$ cat src/rtl/sdi_sup_pkg.sv
// Package: shared rate-class type and mode decode helpers for the
// retimer supervisor. Assumes a 2-bit rate-mode code.
package sdi_sup_pkg;

    typedef enum logic [2:0] {
        RC_NONE  = 3'd0,
        RC_SD143 = 3'd1,
        RC_SD270 = 3'd2,
        RC_HD    = 3'd3,
        RC_BAD   = 3'd4
    } rate_cls_t;

    localparam logic [1:0] RM_AUTO     = 2'b00;
    localparam logic [1:0] RM_FIX270   = 2'b01;
    localparam logic [1:0] RM_FIXHD    = 2'b10;
    localparam logic [1:0] RM_AUTO_ALT = 2'b11;

    // True when the rate mode runs auto-detection.
    function automatic logic mode_is_auto(logic [1:0] m);
        return (m == RM_AUTO) || (m == RM_AUTO_ALT);
    endfunction

    // True when class c may produce lock under rate mode m.
    function automatic logic cls_allowed(rate_cls_t c, logic [1:0] m);
        logic ok;
        case (m)
            RM_FIX270: ok = (c == RC_SD270);
            RM_FIXHD:  ok = (c == RC_HD);
            default:   ok = (c == RC_SD143) || (c == RC_SD270) || (c == RC_HD);
        endcase
        return ok;
    endfunction

    // True for the standard-definition classes.
    function automatic logic cls_is_sd(rate_cls_t c);
        return (c == RC_SD143) || (c == RC_SD270);
    endfunction

endpackage

$ cat src/rtl/sdi_rate_meter.sv
// Module: counts edge_pulse samples over a window of WIN_CYCLES reference
// cycles and classifies the count against three bands derived from the
// window length. Publishes the class with a one-cycle done strobe.
// Assumes WIN_CYCLES >= 2; restart clears the window synchronously.
module sdi_rate_meter
    import sdi_sup_pkg::*;
#(
    parameter int WIN_CYCLES = 2700
) (
    input  logic      clk,
    input  logic      rst_n,
    input  logic      restart,
    input  logic      edge_pulse,
    output rate_cls_t cls_o,
    output logic      win_done_o
);

    localparam int CW = $clog2(WIN_CYCLES + 1);
    localparam logic [CW-1:0] LAST    = CW'(WIN_CYCLES - 1);
    localparam logic [CW-1:0] B143_LO = CW'(WIN_CYCLES * 8 / 100);
    localparam logic [CW-1:0] B143_HI = CW'(WIN_CYCLES * 10 / 100);
    localparam logic [CW-1:0] B270_LO = CW'(WIN_CYCLES * 16 / 100);
    localparam logic [CW-1:0] B270_HI = CW'(WIN_CYCLES * 18 / 100);
    localparam logic [CW-1:0] BHD_LO  = CW'(WIN_CYCLES * 85 / 100);
    localparam logic [CW-1:0] BHD_HI  = CW'(WIN_CYCLES * 95 / 100);

    logic [CW-1:0] win_cnt;
    logic [CW-1:0] edge_cnt;
    logic [CW-1:0] total;
    rate_cls_t     cls_q;
    rate_cls_t     cls_new;
    logic          done_q;

    // Final count including this cycle's sample, and its class.
    always_comb begin
        total = edge_cnt + CW'(edge_pulse);
        if (total == '0)
            cls_new = RC_NONE;
        else if (total >= B143_LO && total <= B143_HI)
            cls_new = RC_SD143;
        else if (total >= B270_LO && total <= B270_HI)
            cls_new = RC_SD270;
        else if (total >= BHD_LO && total <= BHD_HI)
            cls_new = RC_HD;
        else
            cls_new = RC_BAD;
    end

    // Window counter, edge accumulator and class register.
    always_ff @(posedge clk) begin
        if (!rst_n || restart) begin
            win_cnt  <= '0;
            edge_cnt <= '0;
            cls_q    <= RC_NONE;
            done_q   <= 1'b0;
        end else if (win_cnt == LAST) begin
            win_cnt  <= '0;
            edge_cnt <= '0;
            cls_q    <= cls_new;
            done_q   <= 1'b1;
        end else begin
            win_cnt  <= win_cnt + CW'(1);
            edge_cnt <= total;
            done_q   <= 1'b0;
        end
    end

    assign cls_o      = cls_q;
    assign win_done_o = done_q;

    p_done_spaced_r6: assert property (@(posedge clk) disable iff (!rst_n)
        done_q |=> !done_q);

    p_count_within_window_r6: assert property (@(posedge clk) disable iff (!rst_n)
        edge_cnt <= win_cnt);

endmodule

$ cat src/rtl/sdi_lock_ctrl.sv
// Module: acquisition and lock state. Counts consecutive accepted windows
// of one class, asserts lock after the mode's required count, drops it on
// loop loss, rejected windows or restart, and registers the SD/HD flag
// one cycle behind lock. Assumes ACQ_AUTO and ACQ_FIXED are at least 1.
module sdi_lock_ctrl
    import sdi_sup_pkg::*;
#(
    parameter int ACQ_AUTO  = 100,
    parameter int ACQ_FIXED = 10
) (
    input  logic       clk,
    input  logic       rst_n,
    input  logic       restart,
    input  logic       loop_locked,
    input  logic [1:0] rate_mode,
    input  logic       win_done,
    input  rate_cls_t  cls,
    output logic       lock_o,
    output logic       sd_o
);

    localparam int ACQ_MAX = (ACQ_AUTO > ACQ_FIXED) ? ACQ_AUTO : ACQ_FIXED;
    localparam int AW      = $clog2(ACQ_MAX + 1);
    localparam logic [AW-1:0] NEED_AUTO  = AW'(ACQ_AUTO);
    localparam logic [AW-1:0] NEED_FIXED = AW'(ACQ_FIXED);

    logic [AW-1:0] run_q, run_n;
    rate_cls_t     prev_q, prev_n;
    logic          lock_q, lock_n;
    logic          sd_q;
    logic [AW-1:0] need;

    // Required window count for the current mode.
    assign need = mode_is_auto(rate_mode) ? NEED_AUTO : NEED_FIXED;

    // Next-state for run length, held class and lock.
    always_comb begin
        run_n  = run_q;
        prev_n = prev_q;
        lock_n = lock_q;
        if (restart) begin
            run_n  = '0;
            prev_n = RC_NONE;
            lock_n = 1'b0;
        end else if (!loop_locked) begin
            run_n  = '0;
            lock_n = 1'b0;
        end else if (win_done) begin
            if (cls_allowed(cls, rate_mode)) begin
                if (cls == prev_q && run_q != '0)
                    run_n = (run_q >= need) ? run_q : run_q + AW'(1);
                else
                    run_n = AW'(1);
                lock_n = (run_n >= need);
            end else begin
                run_n  = '0;
                lock_n = 1'b0;
            end
            prev_n = cls;
        end
    end

    // State registers; SD flag follows lock by one cycle.
    always_ff @(posedge clk) begin
        if (!rst_n) begin
            run_q  <= '0;
            prev_q <= RC_NONE;
            lock_q <= 1'b0;
            sd_q   <= 1'b0;
        end else begin
            run_q  <= run_n;
            prev_q <= prev_n;
            lock_q <= lock_n;
            sd_q   <= lock_q && lock_n && cls_is_sd(prev_q);
        end
    end

    assign lock_o = lock_q;
    assign sd_o   = sd_q;

    p_sd_needs_lock_r10: assert property (@(posedge clk) disable iff (!rst_n)
        sd_q |-> lock_q);

    p_sd_late_r10: assert property (@(posedge clk) disable iff (!rst_n)
        $rose(lock_q) |-> !sd_q);

    p_lock_after_window_r7: assert property (@(posedge clk) disable iff (!rst_n)
        $rose(lock_q) |-> $past(win_done));

    p_lock_class_ok_r2: assert property (@(posedge clk) disable iff (!rst_n)
        (lock_q && !restart) |-> cls_allowed(prev_q, rate_mode));

    p_loop_loss_r8: assert property (@(posedge clk) disable iff (!rst_n)
        !loop_locked |=> !lock_q);

    p_restart_unlock_r9: assert property (@(posedge clk) disable iff (!rst_n)
        restart |=> !lock_q);

endmodule

$ cat src/rtl/sdi_out_ctrl.sv
// Module: combinational output controls. Decodes the source code to
// one-hot select lines and forms bypass, mute and secondary-output
// selection from lock and the operator inputs. Mute dominates bypass.
module sdi_out_ctrl #(
    parameter int N_IN = 4,
    localparam int SELW = $clog2(N_IN)
) (
    input  logic [SELW-1:0] src_sel,
    input  logic            force_bypass,
    input  logic            mute_n,
    input  logic            clk_out_en,
    input  logic            locked,
    output logic [N_IN-1:0] in_sel,
    output logic            bypass_en,
    output logic            mute_pri,
    output logic            mute_sec,
    output logic            sec_is_clk
);

    // One select line per input.
    for (genvar g = 0; g < N_IN; g++) begin : g_sel
        assign in_sel[g] = (src_sel == SELW'(g));
    end

    // Bypass, mute and secondary-output selection.
    always_comb begin
        bypass_en  = force_bypass || !locked;
        mute_pri   = !mute_n;
        mute_sec   = !mute_n || (clk_out_en && bypass_en);
        sec_is_clk = clk_out_en;
    end

    always_comb begin
        p_sel_onehot_r1: assert ($onehot(in_sel));
    end

endmodule

$ cat src/rtl/sdi_retimer_supervisor.sv
// Module: top of the retimer supervisor. Detects source/rate code changes,
// restarts measurement and acquisition on them, and ties rate meter, lock
// control and output control together. All logic runs on the reference
// clock; reset is synchronous and active low.
module sdi_retimer_supervisor
    import sdi_sup_pkg::*;
#(
    parameter int WIN_CYCLES = 2700,
    parameter int ACQ_AUTO   = 100,
    parameter int ACQ_FIXED  = 10,
    parameter int N_IN       = 4,
    localparam int SELW      = $clog2(N_IN)
) (
    input  logic            clk,
    input  logic            rst_n,
    input  logic [SELW-1:0] src_sel,
    input  logic [1:0]      rate_mode,
    input  logic            force_bypass,
    input  logic            mute_n,
    input  logic            clk_out_en,
    input  logic            loop_locked,
    input  logic            edge_pulse,
    output logic [N_IN-1:0] in_sel,
    output logic            bypass_en,
    output logic            mute_pri,
    output logic            mute_sec,
    output logic            sec_is_clk,
    output logic            lock_det,
    output logic            sd_hd
);

    localparam int CODEW = SELW + 2;

    logic [CODEW-1:0] code_q;
    logic             restart;
    rate_cls_t        cls;
    logic             win_done;

    // A code differing from the last registered one restarts acquisition.
    assign restart = ({src_sel, rate_mode} != code_q);

    // Remember the last seen code.
    always_ff @(posedge clk) begin
        code_q <= {src_sel, rate_mode};
    end

    sdi_rate_meter #(
        .WIN_CYCLES (WIN_CYCLES)
    ) u_meter (
        .clk        (clk),
        .rst_n      (rst_n),
        .restart    (restart),
        .edge_pulse (edge_pulse),
        .cls_o      (cls),
        .win_done_o (win_done)
    );

    sdi_lock_ctrl #(
        .ACQ_AUTO  (ACQ_AUTO),
        .ACQ_FIXED (ACQ_FIXED)
    ) u_lock (
        .clk         (clk),
        .rst_n       (rst_n),
        .restart     (restart),
        .loop_locked (loop_locked),
        .rate_mode   (rate_mode),
        .win_done    (win_done),
        .cls         (cls),
        .lock_o      (lock_det),
        .sd_o        (sd_hd)
    );

    sdi_out_ctrl #(
        .N_IN (N_IN)
    ) u_out (
        .src_sel      (src_sel),
        .force_bypass (force_bypass),
        .mute_n       (mute_n),
        .clk_out_en   (clk_out_en),
        .locked       (lock_det),
        .in_sel       (in_sel),
        .bypass_en    (bypass_en),
        .mute_pri     (mute_pri),
        .mute_sec     (mute_sec),
        .sec_is_clk   (sec_is_clk)
    );

    p_unlocked_bypass_r3: assert property (@(posedge clk) disable iff (!rst_n)
        !lock_det |-> bypass_en);

    p_mute_priority_r4: assert property (@(posedge clk) disable iff (!rst_n)
        !mute_n |-> (mute_pri && mute_sec));

    p_sec_mute_reason_r5: assert property (@(posedge clk) disable iff (!rst_n)
        (mute_sec && !mute_pri) |-> (clk_out_en && bypass_en));

endmodule

$ cat config.mk
export PLATFORM = sky130hd
export DESIGN_NAME = sdi_retimer_supervisor
export DESIGN_NICKNAME = d
export VERILOG_FILES = /design/src/rtl/sdi_sup_pkg.sv /design/src/rtl/sdi_rate_meter.sv /design/src/rtl/sdi_lock_ctrl.sv /design/src/rtl/sdi_out_ctrl.sv /design/src/rtl/sdi_retimer_supervisor.sv
export SDC_FILE = /design/constraint.sdc
export NUM_CORES = 1
export LEC_CHECK = 0
export ABC_AREA = 1
export BUFFER_PORTS_ARGS = -buffer_cell sky130_fd_sc_hd__buf_2
export CORE_MARGIN = 4
export CORE_UTILIZATION = 55
export DETAILED_ROUTE_END_ITERATION = 12
export PLACE_DENSITY = 0.77
export REMOVE_ABC_BUFFERS = 1
export SYNTH_ARGS = -nofsm -noshare
export SYNTH_HDL_FRONTEND = slang
export SYNTH_HIERARCHICAL = 1
export SYNTH_SLANG_ARGS = --single-unit
$ cat constraint.sdc
create_clock -name clk -period 3 [get_ports clk]
set_clock_uncertainty 0.1 [all_clocks]
set_input_delay 0.6 -clock clk [delete_from_list [all_inputs] [get_ports clk]]
set_output_delay 0.6 -clock clk [all_outputs]
set_load 0.01 [all_outputs]
==> flow_summary.json <==
{
  "ys.flop_type": "dfxtp_1",
  "ant_nets": 0,
  "crit_fanout": 4,
  "finalWirelength_um": 6120,
  "clock_path_buffers": 2,
  "numCtsBuffers": 5,
  "ys_warn_count": 6,
  "final_layout_size_suffix_gt1_share_pct": 17.3,
  "peakVddDrop_mv": 0.231,
  "rows": 26,
  "cellLeakagePower_nw": 1.49,
  "setup_viol": 0,
  "coreArea_sq_um": 5110,
  "cp-start-kind": "primary input",
  "synth_area_leaders": "dfxtp_1, nand2_1, inv_1",
  "syn-instance-count": 459,
  "powerDensity_nw_per_um2": 346,
  "grt_start_max_net_pins": 22,
  "vias": 2755,
  "synth_edf_count": 0,
  "root_buffer": "clkbuf_8",
  "fmax_ghz": 0.365,
  "rsz0062_at_grt": "no",
  "cp-end-kind": "flop",
  "drv_slew": 0,
  "post_cts_resized": 0,
  "tightestPinTransition_ps": 656,
  "required_ps": 3080,
  "dieArea_sq_um": 6470,
  "initialDrtViolationCount": 113,
  "setup_tns_ps": 0,
  "hold_ws_ps": 354,
  "dp_cells": 558,
  "async_flop_share_pct": 0,
  "min_period_over_period_pct": 91.3,
  "path_class": "in2reg",
  "cts_sinks": 44,
  "power.total_mw": 1.13,
  "worstPathArrival_ps": 2820,
  "fp.dieW_um": 80.4,
  "finalNonFillerCells": 566,
  "die_h_um": 80.4,
  "place_hpwl_um": 4840,
  "overflow": 0,
  "relSlewSlack_pct": 56.2,
  "htreeDepth": 2,
  "yosys.area.top_type": "dfxtp_1",
  "wl_per_cell_um": 10.8,
  "nNetsFinal": 518,
  "yosysMostFrequentCell": "nand2_1",
  "syn_avg_cell_area_sq_um": 6.29,
  "grt_util_all_layers_pct": 20.5,
  "start_util_pct": 56.5,
  "cts_tree": "built",
  "antenna_found_initial": 0,
  "syn_area_sq_um": 2890,
  "outcome": "finished, final reports clean",
  "ctsHoldBuffers": 0,
  "fin_crit_ps": 2740,
  "ys_seq_elements": 44,
  "synthDistinctLibCells": 32,
  "vias_per_cell": 4.87,
  "port-buffer-count": 20,
  "diodes": 0,
  "hold_violations": 0,
  "cap_viol_max_count": 0,
  "grt_pass1_wl_um": 10600,
  "post_cts_buffers": 0,
  "ios": 21,
  "dr.pass1.iters": 4,
  "drc_errors": 0,
  "min_path_type": "in2reg",
  "clk_latency_ps": 300,
  "clkSlewWorstSetupHoldPaths_ps": 90,
  "ys_seq_area_share_pct": 30.5,
  "grt_pass1_vias": 2529,
  "synth_top_area_share_pct": 30.5,
  "syn2layout_area_growth_pct": 13.2,
  "synth_common_cells": "nand2_1, inv_1, nor2_1, dfxtp_1, nand3_1",
  "gp_congestion": 0.912
}
[stage by stage]
stage               area [sq um]  utilization [%]  setup slack, ps
finish                      3270             64.0              262
global route                3270             64.0             55.1
global placement            3150             61.6             3.97
CTS                         3270             64.0              269
detailed placement          3150             61.6            -46.6
floorplan                   2870                -              105
[placed cells by master, fill, tap and decap left out, drive strengths merged]
cell	Yosys	routed
bufinv	0	1
nand3b	1	1
xor2	3	3
o2111ai	1	1
inv	71	71
clkbuf	0	6
buf	3	32
nor2	66	66
o21bai	3	3
nand3	30	30
o21ai	14	14
nor4	1	1
a21oi	24	24
nor3b	1	1
xnor2	1	1
clkinv	0	1
nand2	163	163
ha	12	12
dfxtp	44	44
nand4	13	13
nor3	8	8
[cell type report]
| type | instances | area (sq um) |
|---|---|---|
| clock buffers | 6 | 82.6 |
| clock inverters | 2 | 38.8 |
| fillers | 496 | 1840 |
| inverters | 71 | 269 |
| multi-input cells | 341 | 1720 |
| flip-flops and latches | 44 | 881 |
| well taps | 70 | 87.6 |
| repair buffers | 32 | 190 |
[state kept, by name, summed over array words and instances, names as in the netlist]
name,cells
u_lock/prev_q,3
u_lock/lock_o,1
code_q,4
u_lock/sd_o,1
u_lock/run_q,7
u_meter/win_done_o,1
u_meter/win_cnt,12
u_meter/cls_o,3
u_meter/edge_cnt,12
[layer usage]
metal | routed length, um | track usage [%]
met1 | 2850 | 24.4
met4 | 48 | 6.08
met2 | 3070 | 36.4
met3 | 160 | 4.82
met5 | 0 | 0
[power by group]
part	switching, mW	leakage (nW)	internal (mW)	total [mW]
registers	0.00190	0.356	0.587	0.589
clock network	0.207	0.0614	0.272	0.479
logic	0.0365	1.08	0.0267	0.0632
[cells by family (layout without fill, tap and decap cells)]
family / Yosys count / count (layout) / share of synthesized area, %
buffers and inverters: 74 / 111 / 9.93
adder cells (fa/ha/maj): 12 / 12 / 5.20
AND/OR/NAND/NOR: 283 / 283 / 44.7
flip-flops: 44 / 44 / 30.5
AO/OA/AOI/OAI: 42 / 42 / 8.45
XOR/XNOR: 4 / 4 / 1.21
[path summary, 6_finish.rpt]
path         slack (ps)               start                 end  cells after the start
max                 260        rate_mode[0]       u_lock/lock_o                     21
min                 350        rate_mode[1]           code_q[1]                      1
max reg2reg         560     u_lock/run_q[0]       u_lock/lock_o                     18
min reg2reg         370  u_meter/win_cnt[0]  u_meter/win_cnt[0]                      1
[critical path, stage by stage]
cell,delay (ps)
buf_2,90
inv_1,40
ha_1,300
ha_1,290
nand2_1,70
nand2_1,60
nand2_2,90
nand2_4,70
inv_4,70
nand2_2,60
o21ai_1,150
a21oi_2,60
ha_1,290
inv_1,60
o21bai_1,50
a21oi_1,120
nand2_1,60
nor2_1,100
nand2_1,60
nand2_1,70
a21oi_1,60
(Power assumes the default switching activity.)
